<file path="config.mk">
export PLATFORM = sky130hd
export DESIGN_NAME = cache_tag_lru
export DESIGN_NICKNAME = d
export VERILOG_FILES = /design/src/rtl/cache_tag_pkg.sv /design/src/rtl/cache_rec_seq.sv /design/src/rtl/cache_tag_store.sv /design/src/rtl/cache_stats.sv /design/src/rtl/cache_tag_lru.sv
export SDC_FILE = /design/constraint.sdc
export NUM_CORES = 1
export LEC_CHECK = 0
export ABC_CLOCK_PERIOD_IN_PS = 10360
export BUFFER_PORTS_ARGS = -buffer_cell sky130_fd_sc_hd__buf_4
export CORE_ASPECT_RATIO = 2
export CORE_MARGIN = 1.5
export CORE_UTILIZATION = 60
export DETAILED_ROUTE_END_ITERATION = 16
export PLACE_DENSITY = 0.85
export SETUP_SLACK_MARGIN = 0.3
export SLEW_MARGIN = 15
export SYNTH_ARGS = -nofsm -noshare
export SYNTH_HDL_FRONTEND = slang
export SYNTH_SLANG_ARGS = --single-unit
</file>
<file path="constraint.sdc">
create_clock -name clk -period 10.36 [get_ports clk]
set_clock_uncertainty 0.15 [all_clocks]
set_input_delay 1.036 -clock clk [delete_from_list [all_inputs] [get_ports clk]]
set_output_delay 1.036 -clock clk [all_outputs]
set_load 0.1 [all_outputs]
</file>
<file path="src/rtl/cache_tag_pkg.sv">
package cache_tag_pkg;

    typedef enum logic [1:0] {
        OP_IFETCH = 2'd0,
        OP_LOAD   = 2'd1,
        OP_STORE  = 2'd2,
        OP_MODIFY = 2'd3
    } op_e;

    typedef enum logic [1:0] {
        RES_HIT   = 2'd0,
        RES_MISS  = 2'd1,
        RES_EVICT = 2'd2
    } res_e;

    localparam int HIT_COST  = 1;
    localparam int MISS_COST = 100;

    function automatic int rank_width(input int ways);
        return (ways > 1) ? $clog2(ways) : 1;
    endfunction

endpackage

</file>
<file path="src/rtl/cache_rec_seq.sv">
module cache_rec_seq
    import cache_tag_pkg::*;
#(
    parameter int ADDR_W = 32
) (
    input  logic              clk,
    input  logic              rst,
    input  logic              rec_valid,
    input  logic [1:0]        rec_op,
    input  logic [ADDR_W-1:0] rec_addr,
    output logic              rec_ready,
    output logic              acc_valid,
    output logic [ADDR_W-1:0] acc_addr,
    output logic              acc_store,
    output logic              acc_second
);
    op_e               op_in;
    logic              take;
    logic              pend;
    logic [ADDR_W-1:0] held;

    assign op_in     = op_e'(rec_op);
    assign rec_ready = !pend;
    assign take      = rec_valid && rec_ready;

    // second half of a modify is queued here for one cycle
    always_ff @(posedge clk) begin
        if (rst) begin
            pend <= 1'b0;
            held <= '0;
        end else if (take && op_in == OP_MODIFY) begin
            pend <= 1'b1;
            held <= rec_addr;
        end else begin
            pend <= 1'b0;
        end
    end

    assign acc_valid  = pend || (take && op_in != OP_IFETCH);
    assign acc_addr   = pend ? held : rec_addr;
    assign acc_store  = pend || (op_in == OP_STORE);
    assign acc_second = pend;


    modify_split_chk: assert property (@(posedge clk) disable iff (rst)
        (rec_valid && rec_ready && rec_op == 2'd3) |=>
            (!rec_ready && acc_valid && acc_store && acc_addr == $past(rec_addr)));

endmodule

</file>
<file path="src/rtl/cache_tag_store.sv">
module cache_tag_store
    import cache_tag_pkg::*;
#(
    parameter int SET_BITS = 2,
    parameter int WAYS     = 4,
    parameter int OFF_BITS = 4,
    parameter int ADDR_W   = 32
) (
    input  logic              clk,
    input  logic              rst,
    input  logic              acc_valid,
    input  logic [ADDR_W-1:0] acc_addr,
    output logic              look_hit,
    output logic              look_evict
);
    localparam int SETS  = 1 << SET_BITS;
    localparam int IDX_W = (SET_BITS > 0) ? SET_BITS : 1;
    localparam int TAG_W = ADDR_W - SET_BITS - OFF_BITS;
    localparam int AGE_W = rank_width(WAYS);
    localparam int WAY_W = (WAYS > 1) ? $clog2(WAYS) : 1;

    typedef struct packed {
        logic             valid;
        logic [TAG_W-1:0] tag;
        logic [AGE_W-1:0] age;
    } line_t;

    line_t            lines [SETS][WAYS];
    logic [IDX_W-1:0] set_idx;
    logic [TAG_W-1:0] tag_in;
    logic [WAYS-1:0]  hit_vec;
    logic [WAY_W-1:0] hit_way, free_way, old_way, touch_way;
    logic [AGE_W-1:0] old_age, ref_age;
    logic             have_free;
    logic             unused_offset;

    assign unused_offset = ^acc_addr[OFF_BITS-1:0];
    assign tag_in        = acc_addr[ADDR_W-1 -: TAG_W];

    generate
        if (SET_BITS > 0) begin : g_indexed
            assign set_idx = acc_addr[OFF_BITS +: IDX_W];
        end else begin : g_single
            assign set_idx = '0;
        end
    endgenerate

    always_comb begin
        hit_vec   = '0;
        hit_way   = '0;
        free_way  = '0;
        have_free = 1'b0;
        old_way   = '0;
        old_age   = '0;
        for (int w = 0; w < WAYS; w++) begin
            if (lines[set_idx][w].valid && lines[set_idx][w].tag == tag_in) begin
                hit_vec[w] = 1'b1;
                hit_way    = WAY_W'(w);
            end
            if (!lines[set_idx][w].valid && !have_free) begin
                have_free = 1'b1;
                free_way  = WAY_W'(w);
            end
            if (lines[set_idx][w].valid && lines[set_idx][w].age >= old_age) begin
                old_age = lines[set_idx][w].age;
                old_way = WAY_W'(w);
            end
        end
    end

    assign look_hit   = |hit_vec;
    assign look_evict = !look_hit && !have_free;
    assign touch_way  = look_hit ? hit_way : (have_free ? free_way : old_way);
    // lines ranked below this one move one step older
    assign ref_age    = look_hit ? lines[set_idx][hit_way].age
                      : (have_free ? '1 : old_age);

    always_ff @(posedge clk) begin
        if (rst) begin
            for (int s = 0; s < SETS; s++)
                for (int w = 0; w < WAYS; w++)
                    lines[s][w] <= '0;
        end else if (acc_valid) begin
            for (int w = 0; w < WAYS; w++) begin
                if (WAY_W'(w) == touch_way) begin
                    lines[set_idx][w].valid <= 1'b1;
                    lines[set_idx][w].tag   <= tag_in;
                    lines[set_idx][w].age   <= '0;
                end else if (lines[set_idx][w].valid &&
                             lines[set_idx][w].age < ref_age) begin
                    lines[set_idx][w].age <= lines[set_idx][w].age + 1'b1;
                end
            end
        end
    end


    single_match_chk: assert property (@(posedge clk) disable iff (rst)
        acc_valid |-> $onehot0(hit_vec));

endmodule

</file>
<file path="src/rtl/cache_stats.sv">
module cache_stats
    import cache_tag_pkg::*;
#(
    parameter int CNT_W = 32
) (
    input  logic             clk,
    input  logic             rst,
    input  logic             res_valid,
    input  logic [1:0]       res_kind,
    output logic [CNT_W-1:0] hit_count,
    output logic [CNT_W-1:0] miss_count,
    output logic [CNT_W-1:0] evict_count,
    output logic [CNT_W-1:0] cycle_total
);
    localparam logic [CNT_W-1:0] HIT_INC  = CNT_W'(HIT_COST);
    localparam logic [CNT_W-1:0] MISS_INC = CNT_W'(HIT_COST + MISS_COST);

    res_e kind;
    assign kind = res_e'(res_kind);

    always_ff @(posedge clk) begin
        if (rst) begin
            hit_count   <= '0;
            miss_count  <= '0;
            evict_count <= '0;
            cycle_total <= '0;
        end else if (res_valid) begin
            if (kind == RES_HIT) begin
                hit_count   <= hit_count + 1'b1;
                cycle_total <= cycle_total + HIT_INC;
            end else begin
                miss_count  <= miss_count + 1'b1;
                cycle_total <= cycle_total + MISS_INC;
                if (kind == RES_EVICT) evict_count <= evict_count + 1'b1;
            end
        end
    end


    hit_step_chk: assert property (@(posedge clk) disable iff (rst)
        (res_valid && res_kind == 2'd0) |=> hit_count == $past(hit_count) + 1'b1);


    cost_step_chk: assert property (@(posedge clk) disable iff (rst)
        res_valid |=> cycle_total ==
            $past(cycle_total) + (($past(res_kind) == 2'd0) ? HIT_INC : MISS_INC));


    evict_bound_chk: assert property (@(posedge clk) disable iff (rst)
        evict_count <= miss_count);

endmodule

</file>
<file path="src/rtl/cache_tag_lru.sv">
module cache_tag_lru
    import cache_tag_pkg::*;
#(
    parameter int SET_BITS = 2,
    parameter int WAYS     = 4,
    parameter int OFF_BITS = 4,
    parameter int ADDR_W   = 32,
    parameter int CNT_W    = 32
) (
    input  logic              clk,
    input  logic              rst,
    input  logic              rec_valid,
    output logic              rec_ready,
    input  logic [1:0]        rec_op,
    input  logic [ADDR_W-1:0] rec_addr,
    output logic              res_valid,
    output logic [1:0]        res_kind,
    output logic              res_is_store,
    output logic [ADDR_W-1:0] res_addr,
    output logic [CNT_W-1:0]  hit_count,
    output logic [CNT_W-1:0]  miss_count,
    output logic [CNT_W-1:0]  evict_count,
    output logic [CNT_W-1:0]  cycle_total
);
    logic              acc_valid, acc_store, acc_second;
    logic [ADDR_W-1:0] acc_addr;
    logic              look_hit, look_evict;
    res_e              kind_next;

    cache_rec_seq #(.ADDR_W(ADDR_W)) u_seq (
        .clk(clk), .rst(rst),
        .rec_valid(rec_valid), .rec_op(rec_op), .rec_addr(rec_addr),
        .rec_ready(rec_ready),
        .acc_valid(acc_valid), .acc_addr(acc_addr),
        .acc_store(acc_store), .acc_second(acc_second)
    );

    cache_tag_store #(
        .SET_BITS(SET_BITS), .WAYS(WAYS), .OFF_BITS(OFF_BITS), .ADDR_W(ADDR_W)
    ) u_tags (
        .clk(clk), .rst(rst),
        .acc_valid(acc_valid), .acc_addr(acc_addr),
        .look_hit(look_hit), .look_evict(look_evict)
    );

    assign kind_next = look_hit ? RES_HIT : (look_evict ? RES_EVICT : RES_MISS);

    always_ff @(posedge clk) begin
        if (rst) begin
            res_valid    <= 1'b0;
            res_kind     <= 2'd0;
            res_is_store <= 1'b0;
            res_addr     <= '0;
        end else begin
            res_valid <= acc_valid;
            if (acc_valid) begin
                res_kind     <= kind_next;
                res_is_store <= acc_store;
                res_addr     <= acc_addr;
            end
        end
    end

    cache_stats #(.CNT_W(CNT_W)) u_stats (
        .clk(clk), .rst(rst),
        .res_valid(res_valid), .res_kind(res_kind),
        .hit_count(hit_count), .miss_count(miss_count),
        .evict_count(evict_count), .cycle_total(cycle_total)
    );


    modify_tail_hit_chk: assert property (@(posedge clk) disable iff (rst)
        (acc_valid && acc_second) |=> (res_valid && res_kind == 2'd0 && res_is_store));

endmodule

</file>
# == Yosys cells after proc, flatten, opt, wreduce, memory -nomap -nowiden ==
# Memories as Yosys holds them, arrays and structs flattened.
# Index checks and enable logic that the tools add are counted.
# word_totals
register_bits,197
ram_bits,464
inputBits,37
out_inout_bits,165
memories,1
# classes
addsub,9
order_cmp,9
n_eq_ne,10
mux,78
n_bitwise,6
reduce_logical,37
# mem_list
memory,words,word_bits,read_ports,rd_clocked_by_memory_dff,wr,line,rtl
u_tags.lines,4,116,1,0,4,cache_tag_store.sv:28,line_t lines [SETS][WAYS];
# op_table
operator,n
32-bit by 1-bit adder with 32-bit output (second input constant),4
116-bit two-way mux,1
116-bit OR reduction,1
26-bit equality test,4
32-bit two-way mux,2
29-bit binary-select mux with 2-bit select,1
1-bit two-way mux,50
2-bit two-way mux,23
32-bit by 7-bit adder with 32-bit output (second input constant),1
1-bit logical AND,19
2-bit by 1-bit adder with 2-bit output (second input constant),4
1-bit logical NOT,8
2-bit < comparator,4
8-bit two-way mux,1
2-bit equality test (second input constant),3
2-bit >= comparator,3
2-bit equality test (first input constant),2
2-bit logical NOT,2
1-bit OR,4
2-bit AND reduction,2
4-bit OR reduction,1
3-bit >= comparator (second input constant),1
2-bit inverter with 3-bit output,1
3-bit AND reduction,1
5 further kinds,6

# == Logic depth before layout (Yosys ltp) ==
# Gate-level depths: netlist of run 1.
# An unclocked memory read counts as a cell.
# depth
word_depth,26
ltp_mapped,37
mapped_depth_nobuf,29

# == Cells and area by module ==
# A second synthesis of run 1 with hierarchy kept.
# hier_totals
cells_unflattened,2723
hier_area_um2,32572.5
# modules_own_cells
mod,instances,cells_per_inst,area_each_um2,seq_area_each_um2
cache_tag_store,1,1751,23455.0,13773.2
cache_stats,1,672,5913.2,2562.5
cache_rec_seq,1,183,1888.1,660.6
cache_tag_lru,1,117,1316.3,720.7

# == Worst setup path before layout of run 1 ==
# No wires, ideal clock.
# synth_path
path_type,input -> register
from,input rec_addr[4]
to,"memory u_tags.lines[0][100] in the netlist's numbering, enable pin"
arrival_time_ns,7.455
t_required_ns,9.827
slack_ns,2.372
cell_stages,32
n_path_buf,7
path_cell_list,mux2_4 > buf_6 > buf_12 > buf_12 > buf_6 > buf_4 > mux4_2 > inv_1 > ha_1 > nand2b_1 > maj3_2 > a311oi_2 > ha_1 > nand2b_1 > or2_0 > a31o_2 > nand3_1 > nand2_1 > ha_1 > nand2b_1 > a21oi_1 > nand2_1 > a31oi_1 > a21oi_1 > a21oi_1 > nand2_1 > a21oi_1 > and2_1 > nand2_1 > buf_2 > buf_2 > nand2_1
# synth_lines
item,line,rtl
from (decl),cache_tag_lru.sv:15,"input logic [ADDR_W-1:0] rec_addr,"
to (decl),cache_tag_store.sv:28,

==> qor.yml, run 1 <==
run_status:
  status: "finished clean"
power:
  power.share.clock: 0.370
  ir_worst_vdd_uv: 154
  p_int_w: 0.00421
  p_per_area_mw_per_mm2: 164
  power.switching_w: 0.00145
  switching_share: 0.257
  leakage_nw: 13.1
  seqPwrFrac: 0.519
  combPwrFrac: 0.110
critical_path:
  timing.rr.end: "u_tags.lines[1][29]"
  critPathMaxFanout: 36
  worstPathArrival_ns: 8.95
  path_class: "reg -> reg"
  start_kind: "flip-flop"
  r2r_cells: 26
  end_kind: "flip-flop"
  worst_ep_required_time_ns: 10.53
  rr_startpoint: "u_seq.held[4]"
  reg2reg_slack_ns: 1.58
placement:
  portBuffers: 201
  pre_cts_ws_ns: 1.02
  gp_congestion: 0.999
  dpl.hpwl_um: 59000
clock_network:
  clockRootBuffer: "clkbuf_16"
  clock_sink_count: 661
  h-tree-depth: 2
  ctsResizeCount: 0
  cts_hold_buf: 0
  postCtsSetupBuffers: 0
  cts_tree: "done"
  clk_latency_ns: 0.62
  path_clk_slew_ns: 0.07
  numCtsBuffers: 55
  clockBufferDepth: 3
run:
  drv_cap: 0
floorplanning:
  die_x_um: 163
  die_h_um: 323
  dieArea_mm2: 0.0527
  rows: 117
  start_util: 0.606
  core_region_area_mm2: 0.0508
  ios: 202
sta:
  fin_crit_ns: 8.78
  worst_pin_slew_ns: 1.22
  setup_viol: 0
  hold_viol: 0
  fmax_mhz: 114
  slew_headroom: 0.164
  layout_setup_ws_ns: 1.58
  rsz0062_at_grt: "no"
  fin_tns_setup_ns: 0
  finalCritPeriodShare: 0.848
  slew_violations: 0
  whs_ns: 0.311
drt:
  wl_per_cell_um: 24.5
  vias: 23700
  first_iter_violations: 2384
  drtPass1Iterations: 9
  via_per_inst: 6.40
  drc: 0
  route.antenna.remaining_nets: 0
  routed_wl_um: 90700
global_routing:
  grt_pass1_wl_um: 135000
  antenna_found_initial: 1
  grtUsageTotal: 0.342
  first_global_vias: 23700
  overflow: 0
  grt_max_degree: 80
yosys:
  yosysWarnings: 0
  synth_top_area_frac: 0.437
  synth_edf_count: 448
  synth_top_area_cell: "edfxtp_1"
  synth.net_count: 2928
  synth_flop_cell: "edfxtp_1"
  ys_seq_area_frac: 0.576
  synth_cell_types: 88
  synth_area_leaders: "edfxtp_1, dfxtp_1, nor2_1, mux2i_1, xnor2_1"
  post-synth-top-count-cell: "nor2_1"
  syn_inst: 2880
  syn_area_mm2: 0.0308
  synth_common_cells: "nor2_1, edfxtp_1, nand2_1"
  async_reset_ff_frac: 0
  avgSynthCellArea_um2: 10.7
  ys_ff_latch: 661
worst_hold_path:
  hold_depth: 1
  worstHoldPathType: "reg -> reg"
  hold-path-endpoint: "u_tags.lines[1][57]"
  worstHoldStart: "u_tags.lines[1][57]"
layout:
  multiInputGateArea_mm2: 0.0122
  area_growth_pct: 12.6
  num-fill-cells: 3549
  post_route_cells_drive_above_1_share: 0.151
  seqCellArea_mm2: 0.0177
  finalNetCount: 3052
  antennaDiodeCount: 0
[logic make-up (layout without fill, tap and decap cells)]
group	after synthesis	after routing	share of synthesized area
adder cells (fa/ha/maj)	14	14	0.00557
flip-flops	661	661	0.576
multiplexers	153	153	0.0579
AO/OA/AOI/OAI	443	443	0.0955
AND/OR/NAND/NOR	1150	1150	0.164
buffers and inverters	230	399	0.0358
XOR/XNOR	229	229	0.0652
[per-stage QoR]
step           cell area [um^2]  power [W]   util  cells
4_1_cts                   34600    0.00566  0.682   3703
3_5_place_dp              32900    0.00361  0.647   3601
3_3_place_gp              32900    0.00358  0.647   3601
5_1_grt                   34600    0.00579  0.682   3703
6_report                  34600    0.00566  0.682   3703
2_1_floorplan             30800    0.00341      -   2880
[routing by layer]
layer	global-route usage	routed length [um]
met5	0	10
met2	0.604	46100
met4	0.259	7540
met1	0.354	28800
met3	0.0681	8250
[power by group through the flow]
stage	sequential (W)	combinational [W]	clock, W
floorplan	0.00308	0.000329	0
global route	0.00295	0.000652	0.00219
CTS	0.00294	0.000611	0.00211
detailed placement	0.00300	0.000607	0
global placement	0.00299	0.000592	0
finish	0.00294	0.000626	0.00210
[layout make-up]
type                       instances  share of cell area
sequential                       661               0.512
multi-input combinational       1989               0.352
timing repair buffer             270              0.0586
clock buffer                      75              0.0442
tap                              654              0.0236
clock inverter                    27             0.00697
inverter                          27             0.00293
[state kept, by name (all words and copies together), names as in the netlist]
name / count
res_addr: 32
res_is_store: 1
res_kind: 2
res_valid: 1
u_seq.acc_second: 1
u_seq.held: 32
u_stats.cycle_total: 32
u_stats.evict_count: 32
u_stats.hit_count: 32
u_stats.miss_count: 32
u_tags.lines: 464
[worst max-delay path: stages, from the launching register on]
cell      delay, ns
dfxtp_1        0.50
mux2_8         0.51
mux4_2         0.62
inv_1          0.16
ha_1           0.25
nand2b_1       0.25
maj3_2         0.36
a311oi_2       0.40
ha_1           0.30
nand2b_1       0.18
or2_0          0.21
a31o_2         0.29
nand3_1        0.13
nand2_1        0.07
ha_1           0.26
nand2b_1       0.14
a21oi_1        0.18
nand2_1        0.14
a31oi_1        0.16
a21oi_1        0.08
a21oi_1        0.28
nor2b_1        0.21
a21oi_2        0.10
nor4_2         0.54
nand2_1        0.69
nand2_1        1.08
a21o_1         0.20
[worst max path at each step]
stage / to / slack, ns / startpoint
after global routing: u_tags.lines[1][29] / 1.07 / u_seq.held[4]
after floorplan: u_tags.lines[0][100] / 2.37 / rec_addr[4]
after detailed placement: u_tags.lines[1][29] / 1.02 / rec_addr[4]
final: u_tags.lines[1][29] / 1.58 / u_seq.held[4]
after global placement: u_tags.lines[1][30] / 1.21 / rec_addr[4]
after CTS: u_tags.lines[1][29] / 1.64 / u_seq.held[4]
[layout by cell type (no fill, tap or decap), types with 40 or more instances in the layout]
master     count
xor2_1       113
nand2_1      230
clkbuf_16     56
edfxtp_1     448
dfxtp_1      212
o21ai_0      138
a21oi_1       78
a211oi_1      40
o21a_1        49
mux2i_1       96
xnor2_1      116
nand4_1       55
nor2_1       639
buf_4        269
nand3_1       52
Power figures use the tool's default switching activity.
==> inputs of run 2 (changes only) <==
Settings changed: ABC_CLOCK_PERIOD_IN_PS 10360 to 8950.
Clock period 10.36 ns to 8.95 ns, I/O delays scaled along.
==> run 2 against run 1 <==
Non-clock buffer count rose by 21. Setup slack got worse by 0.50 ns. Highest routed layer is now met4. Final cell count increased by 0.68%. Critical endpoint is now u_tags.lines[1][70]. First-iteration DRC count decreased by 2.3%. Via count up 0.34%. Combinational power up 18%.
==> qor.yml, run 2 (synthesis gave the netlist of run 1 again) <==
critical_path:
  worstPathArrival_ns: 8.04
  r2r_cells: 24
  end_kind: "flip-flop"
  rr_startpoint: "u_seq.held[4]"
  start_kind: "flip-flop"
  cp.depth: 24
  cp.buffers_inverters: 2
  path_class: "reg -> reg"
  crit_end: "u_tags.lines[1][70]"
  timing.rr.end: "u_tags.lines[1][70]"
  startpoint: "u_seq.held[4]"
  worst_ep_required_time_ns: 9.12
  path_delay_family: "simple AND/OR/NAND/NOR gates"
  worst_path_max_delay_cell: "mux4_2"
  cpPeakStageDelay_ns: 0.61
  critPathMaxFanout: 33
  reg2reg_slack_ns: 1.08
  path_cells: "mux2_8 -> mux4_2 -> inv_1 -> ha_1 -> nand2b_1 -> maj3_2 -> a311oi_2 -> ha_1 -> nand2b_1 -> or2_0 -> a31o_2 -> nand3_1 -> nand2_1 -> ha_1 -> nand2b_1 -> a21oi_1 -> nand2_1 -> o31ai_4 -> nand3b_1 -> a21boi_2 -> and2_1 -> nand2_4 -> nand2_1 -> buf_4"
layout:
  layout_common_cells: "nor2_1, edfxtp_1, buf_4, nand2_1, dfxtp_1"
  multiInputGateArea_mm2: 0.0122
  seqCellArea_mm2: 0.0177
  top_register: "u_tags.lines"
  largest_reg_flops: 464
  num-fill-cells: 3495
  final_common_cell: "nor2_1"
  finalNetCount: 3073
  fin_cells: 3728
  area_growth_pct: 13.9
  post_route_cells_drive_above_1_share: 0.160
sta:
  rsz0062_at_grt: "no"
  finalCritPeriodShare: 0.879
  setup_viol: 0
  hold_viol: 0
  fmax_mhz: 127
  fin_crit_ns: 7.87
  whs_ns: 0.305
  worst_pin_slew_ns: 1.24
  slew_violations: 0
  slew_headroom: 0.160
  fin_tns_setup_ns: 0
global_routing:
  grtUsageTotal: 0.348
  overflow: 0
  grt_pass1_wl_um: 137000
  grt_max_degree: 91
  antenna_found_initial: 2
  first_global_vias: 24400
drt:
  wl_per_cell_um: 24.6
  route.antenna.remaining_nets: 0
  first_iter_violations: 2329
  vias: 23800
  routed_wl_um: 91800
  via_per_inst: 6.37
  drtPass1Iterations: 6
  drc: 0
placement:
  dp.cells: 3622
  gp_congestion: 1.03
  portBuffers: 201
  dpl.hpwl_um: 59700
clock_network:
  path_clk_slew_ns: 0.07
  clockRootBuffer: "clkbuf_16"
  cts_tree: "done"
  h-tree-depth: 2
  cts_hold_buf: 0
  postCtsSetupBuffers: 0
  clock_sink_count: 661
  clk_latency_ns: 0.63
  clockBufferDepth: 3
  ctsResizeCount: 0
  numCtsBuffers: 55
power:
  power.share.clock: 0.393
  ir_worst_vdd_uv: 199
  p_per_area_mw_per_mm2: 195
  leakage_nw: 13.3
  combPwrFrac: 0.108
  power.switching_w: 0.00172
  seqPwrFrac: 0.499
  p_int_w: 0.00509
  switching_share: 0.253
floorplanning:
  start_util: 0.606
  die_x_um: 163
  rows: 117
  dieArea_mm2: 0.0527
  ios: 202
  core_region_area_mm2: 0.0508
  die_h_um: 323
worst_hold_path:
  worstHoldPathType: "reg -> reg"
run_status:
  status: "finished clean"
run:
  drv_cap: 0
-- run 2: worst min-delay path by stage --
stage,startpoint,end,slack (ns),depth (start not counted)
finish,u_tags.lines[1][28],u_tags.lines[1][28],0.30,2
global route,u_tags.lines[0][57],u_tags.lines[0][57],0.33,1
global placement,u_tags.lines[0][57],u_tags.lines[0][57],0.28,1
detailed placement,u_tags.lines[0][57],u_tags.lines[0][57],0.29,1
CTS,u_tags.lines[1][28],u_tags.lines[1][28],0.30,2
floorplan,u_tags.lines[0][57],u_tags.lines[0][57],0.27,1
-- run 2: routing by layer --
layer	GRT usage	part of all wire	vias to the layer above
met4	0.293	0.089	0
li1	-	-	10400
met1	0.345	0.31	11400
met5	0	0	-
met2	0.614	0.51	1515
met3	0.0728	0.095	451
-- run 2: power groups by stage --
stage / registers [W] / clock network [W] / logic (W)
final: 0.00340 / 0.00268 / 0.000736
after global routing: 0.00341 / 0.00279 / 0.000765
after CTS: 0.00340 / 0.00269 / 0.000721
after detailed placement: 0.00347 / 0 / 0.000715
after global placement: 0.00346 / 0 / 0.000697
after floorplan: 0.00356 / 0 / 0.000381
-- run 2: layout make-up --
cell class,instances,area share
Inverter,27,0.00289
Timing Repair Buffer,291,0.0625
Multi-Input combinational cell,1989,0.348
Sequential cell,661,0.506
Clock buffer,67,0.0442
Tap cell,654,0.0234
Antenna cell,2,0.000143
Clock inverter,37,0.0135
-- run 2: stage by stage --
stage	power (W)	util	cell area, um^2	setup WS (ns)
2_1_floorplan	0.00394	-	30800	1.10
3_3_place_gp	0.00416	0.650	33000	0.774
3_5_place_dp	0.00418	0.650	33000	0.689
4_1_cts	0.00681	0.690	35000	1.13
5_1_grt	0.00696	0.690	35000	0.693
6_report	0.00682	0.690	35000	1.08
-- run 2: worst register-to-register path, cell delays in order, from the launching register on --
cell and delay [ns]:
dfxtp_1 0.51, mux2_8 0.48, mux4_2 0.63, inv_1 0.16
ha_1 0.25, nand2b_1 0.25, maj3_2 0.36, a311oi_2 0.44
ha_1 0.31, nand2b_1 0.19, or2_0 0.22, a31o_2 0.29
nand3_1 0.13, nand2_1 0.07, ha_1 0.27, nand2b_1 0.14
a21oi_1 0.23, nand2_1 0.15, o31ai_4 0.24, nand3b_1 0.15
a21boi_2 0.27, and2_1 0.48, nand2_4 0.29, nand2_1 0.56
buf_4 0.35
